`src/rtl/ctr_byte_port.sv`:
```
module ctr_byte_port #(
  parameter int BW = 8
) (
  input  logic            clk,
  input  logic            rst_n,
  input  logic            cfg_we,
  input  logic [5:0]      cfg_word,
  input  logic            wr_en,
  input  logic [BW-1:0]   wr_data,
  input  logic            rd_en,
  output logic [BW-1:0]   rd_data,
  input  logic            lat_cnt_req,
  input  logic            lat_sts_req,
  input  logic [2*BW-1:0] live_count,
  input  logic            out_level,
  input  logic            load_pulse,
  output logic [2*BW-1:0] init_count,
  output logic            count_ready
);
  localparam int CW = 2 * BW;
  localparam logic [1:0] ACC_LO = 2'b01;
  localparam logic [1:0] ACC_HI = 2'b10;
  localparam logic [1:0] ACC_WD = 2'b11;

  logic [1:0]    acc;
  logic [5:0]    prog;
  logic [BW-1:0] lo_buf, sts;
  logic [CW-1:0] cr, snap;
  logic          wr_hi, rd_hi, snap_held, sts_held, null_cnt, ready_q;

  wire cfg_ok  = cfg_we && (cfg_word[5:4] != 2'b00);
  wire wr_done = wr_en && (acc != ACC_WD || wr_hi);
  wire rd_done = rd_en && !sts_held && (acc != ACC_WD || rd_hi);
  wire rd_high = (acc == ACC_HI) || (acc == ACC_WD && rd_hi);
  wire [CW-1:0] src = snap_held ? snap : live_count;

  assign rd_data     = sts_held ? sts : (rd_high ? src[CW-1:BW] : src[BW-1:0]);
  assign init_count  = cr;
  assign count_ready = ready_q;

  always_ff @(posedge clk) begin
    if (!rst_n) begin
      acc <= ACC_LO; prog <= 6'b010000;
      lo_buf <= '0; sts <= '0; cr <= '0; snap <= '0;
      wr_hi <= 1'b0; rd_hi <= 1'b0; snap_held <= 1'b0; sts_held <= 1'b0;
      null_cnt <= 1'b0; ready_q <= 1'b0;
    end else if (cfg_ok) begin
      acc <= cfg_word[5:4]; prog <= cfg_word;
      wr_hi <= 1'b0; rd_hi <= 1'b0; snap_held <= 1'b0; sts_held <= 1'b0;
      null_cnt <= 1'b1; ready_q <= 1'b0;
    end else begin
      ready_q <= wr_done;
      if (wr_en) begin
        case (acc)
          ACC_LO: cr <= {{BW{1'b0}}, wr_data};
          ACC_HI: cr <= {wr_data, {BW{1'b0}}};
          default: begin
            if (wr_hi) cr <= {wr_data, lo_buf};
            else lo_buf <= wr_data;
            wr_hi <= !wr_hi;
          end
        endcase
      end
      if (wr_done) null_cnt <= 1'b1;
      else if (load_pulse) null_cnt <= 1'b0;
      if (rd_en) begin
        if (sts_held) sts_held <= 1'b0;
        else if (acc == ACC_WD) rd_hi <= !rd_hi;
      end
      if (rd_done) snap_held <= 1'b0;
      if (lat_cnt_req && !snap_held) begin
        snap <= live_count; snap_held <= 1'b1;
      end
      if (lat_sts_req && !sts_held) begin
        sts <= BW'({out_level, null_cnt, prog}); sts_held <= 1'b1;
      end
    end
  end

  a_r2_ready_after_write: assert property (@(posedge clk) disable iff (!rst_n)
    count_ready |-> $past(wr_en));
  a_r1_single_zero_fill: assert property (@(posedge clk) disable iff (!rst_n)
    (count_ready && acc == ACC_LO) |-> (init_count[CW-1:BW] == '0));
  a_r7_null_after_write: assert property (@(posedge clk) disable iff (!rst_n)
    count_ready |-> null_cnt);
  a_r2_first_byte_holds: assert property (@(posedge clk) disable iff (!rst_n)
    (acc == ACC_WD && wr_en && !wr_hi && !cfg_we) |=> $stable(init_count));
  a_r6_status_mode_bits: assert property (@(posedge clk) disable iff (!rst_n)
    $rose(sts_held) |-> (rd_data[5:0] == prog));
  a_r3_snapshot_stable: assert property (@(posedge clk) disable iff (!rst_n)
    (snap_held && !sts_held && !rd_en && !cfg_we && !lat_sts_req) |=> $stable(rd_data));
endmodule

```
`config.mk`:
```
export PLATFORM = sky130hd
export DESIGN_NAME = ctr_byte_port
export DESIGN_NICKNAME = d
export VERILOG_FILES = /design/src/rtl/ctr_byte_port.sv
export SDC_FILE = /design/constraint.sdc
export NUM_CORES = 1
export LEC_CHECK = 0
export CAP_MARGIN = 0
export CORE_MARGIN = 2
export CORE_UTILIZATION = 44
export CTS_BUF_LIST = sky130_fd_sc_hd__clkbuf_2 sky130_fd_sc_hd__clkbuf_4 sky130_fd_sc_hd__clkbuf_8
export CTS_CLUSTER_DIAMETER = 150
export DETAILED_ROUTE_END_ITERATION = 12
export DONT_BUFFER_PORTS = 1
export PLACE_DENSITY_LB_ADDON = 0.15
export SLEW_MARGIN = 40
export SYNTH_ARGS = -nofsm -noshare
export SYNTH_HDL_FRONTEND = slang
export SYNTH_SLANG_ARGS = --single-unit
export TNS_END_PERCENT = 50
```
`constraint.sdc`:
```
create_clock -name clk -period 2.41 [get_ports clk]
set_input_delay 0.482 -clock clk [delete_from_list [all_inputs] [get_ports clk]]
set_output_delay 0.482 -clock clk [all_outputs]
set_load 0.1 [all_outputs]
```
==> results.txt <==
Post-synthesis compound-gate area fraction: 0.237
Peak VDD IR: 366 uV
Hold crit path type: input pin to flop
CP max stage delay: 0.48 ns
Crit. End Element: output port
Wire per inst: 16.9 um
Final wirelength: 6730 um
Fraction of layout cells with a size suffix above 1: 0.235
YS warnings: 0
Post-synth ARST share: 0
ANT cells: 0
Largest family of logic cells by synthesized area: compound AO/OA/AOI/OAI gates
Final GP Congestion: 0.759
Fill cells: 527
Starting Density: 0.455
Final worst slack: -0.201 ns
DRC violations left: 0
Worst setup path start: acc[1]$_SDFFE_PN0P_
Mux cell area share after synthesis: 0.101
Final #Nets: 361
Port bufs: 0
Total number of vias: 2320
Cells along the critical path: ha_2, a21oi_4, buf_12, mux4_2, mux2_4, buf_12
Skew final: 0.00607 ns
WP data arrival: 2.13 ns
Number of synthesized flops with an enable pin: 0
Setup TNS: -1.31 ns
XOR/XNOR Fraction of Synth Area: 0.00327
Post-Syn Nets: 342
Max frequency: 383 MHz
Register area share after synthesis: 0.449
Finish-stage setup viols: 8
Post-Syn Instances: 300
Slew Limit Fails: 0
Cell type with the highest aggregate area in the netlist: dfxtp_1
Outcome: complete, but fails checks
Detail Route Antenna Nets: 0
Largest net degree at the start of global routing: 55
# H-tree levels: 3
Die area: 6730 sq um
Rows: 28
Worst r2r src: acc[0]$_SDFFE_PN1P_
Synth Area in Simple Gates: 0.148
PwrDens: 794 nW/um^2
FF+latch count, synth: 60
Synth Area in Adders: 0.0140
Total Power: 2.57 mW
Most common cell after layout, fill and taps aside: dfxtp_1
CP startpoint kind: flop
Die Y: 82.0 um
R2r setup slk: 0.58 ns
Clk slew on worst S/H paths: 0.07 ns
Cell mode on critical path: buf_12
Bufs on Longest Clock Path: 2
Worst slack, placed: 0.0240 ns
Minimum clock period: 2.61 ns
Crit Path Max Fanout: 6
Placed Cells: 381
Non-Filler Instances: 399
Critical Path RT: 1.93 ns
CTS Buf Count: 9
Antenna violations before repair: 0
Num Clock Sinks: 60
Worst slew pin tran: 0.672 ns
Most frequent cells in the layout: 58 x dfxtp_1, 48 x a21oi_1, 34 x o21ai_0, 33 x nand3_1, 27 x buf_4
Clock Latency Late Sink: 0.34 ns
Synth cell types: 32
Number of global-route vias before repair: 2260
Drt initial violations: 159
Final hold slack: 0.223 ns
Hold Violations, Final: 0
MaxCap Viol Count: 0
Mean number of vias per cell: 5.81
Hold Crit Start: rst_n
Synth Flop Type: dfxtp_1
Largest cells by area after synthesis: dfxtp_1 45%, a21oi_1 9.0%, mux4_2 6.7%, o21ai_0 6.4%, nand3_1 6.2%
Die Wd: 82.0 um
Post-DP HPWL: 4240 um
Clk root buf: clkbuf_8
Synthesis-to-finish area growth: 20.7%
Crit Path Class: flop to output port
Final worst path period share: 1.08
RSZ-0062 raised after global routing: yes
Critical-path top delay cell: mux4_2
Leakage: 1.16 nW
Yosys top cell area share: 0.449
DR pass1 iterations: 4
Failing checks: negative setup slack
Global Route Usage Sum: 0.216
First-pass GRT wire length: 11000 um
Max-slew headroom: 0.552
IO Pins: 64
CTS tree: built
Mapped cell area: 2680 sq um
Total grt overflow: 0
Mean area per synthesized cell: 8.93 sq um
Core Area: 5890 sq um
## cell families (layout without fill, tap and decap cells)
logic type | count (synthesis) | in the layout
compound gates | 112 | 112
flops | 60 | 60
simple gates | 79 | 79
xor+xnor | 1 | 1
mux | 16 | 16
fa+ha+maj | 3 | 3
buf+inv | 29 | 53
## layer usage
layer,vias up,global-route usage,wire length (um)
met2,62,0.322,3160
met1,1116,0.296,2980
met5,-,0,0
met4,0,0.0933,115
li1,1133,-,-
met3,9,0.0538,474
## path summary, 6_finish.rpt
| path | to | cells past startpoint |
|---|---|---|
| setup reg to reg | init_count[1]$_SDFFE_PN0P_ | 6 |
| hold / removal | acc[0]$_SDFFE_PN1P_ | 1 |
| hold reg to reg | init_count[9]$_SDFFE_PN0P_ | 2 |
| setup / recovery | rd_data[3] | 6 |
## layout make-up
type | instances | area [sq um] | area share
clock buffers | 14 | 193 | 0.0596
flip-flops and latches | 60 | 1210 | 0.373
well taps | 75 | 93.8 | 0.0290
multi-input cells | 211 | 1390 | 0.429
repair buffers | 33 | 323 | 0.0998
clock inverters | 2 | 15.0 | 0.00464
inverters | 4 | 16.3 | 0.00503
## cells in the mapped netlist, drive strengths merged, types with 4 or more instances
cell,n
a211oi,8
a21oi,49
a22oi,8
buf,8
clkbuf,17
dfxtp,60
inv,4
mux2,8
mux4,8
nand2,23
nand2b,5
nand3,33
nand4,8
nor2b,4
o21ai,43
## worst max-delay path: cells and delay by family (launching register included)
family | cells | cell delay, ns
compound gates | 1 | 0.14
fa+ha+maj | 1 | 0.19
buf+inv | 2 | 0.31
flops | 1 | 0.36
mux | 2 | 0.78
## registers in the layout, summed over array words and instances (netlist names), 2 cells and up
register,cells
acc,2
lo_buf,8
sts,8
init_count,16
prog,4
snap,16
## repair_timing
| action | 4_1_cts | 5_1_grt |
|---|---|---|
| setup buffers | 2 | 0 |
| pin swaps | 1 | 0 |
| hold buffers | 0 | 0 |
| gates cloned | 0 | 0 |
| setup endpoints to repair | 8 | 8 |
| gates resized for setup | 9 | 0 |
## where the power goes
part,internal (mW),switching (mW)
Combinational,0.172,0.403
Clock,0.514,0.404
Sequential,1.04,0.0305
Total,1.73,0.837
## stage by stage
stage          utilization  instance area [sq um]
2_1_floorplan            -                   2690
3_3_place_gp         0.506                   2980
4_1_cts              0.549                   3230
3_5_place_dp         0.507                   2980
6_report             0.549                   3230
5_1_grt              0.549                   3230
Power figures use the tool's default switching activity.
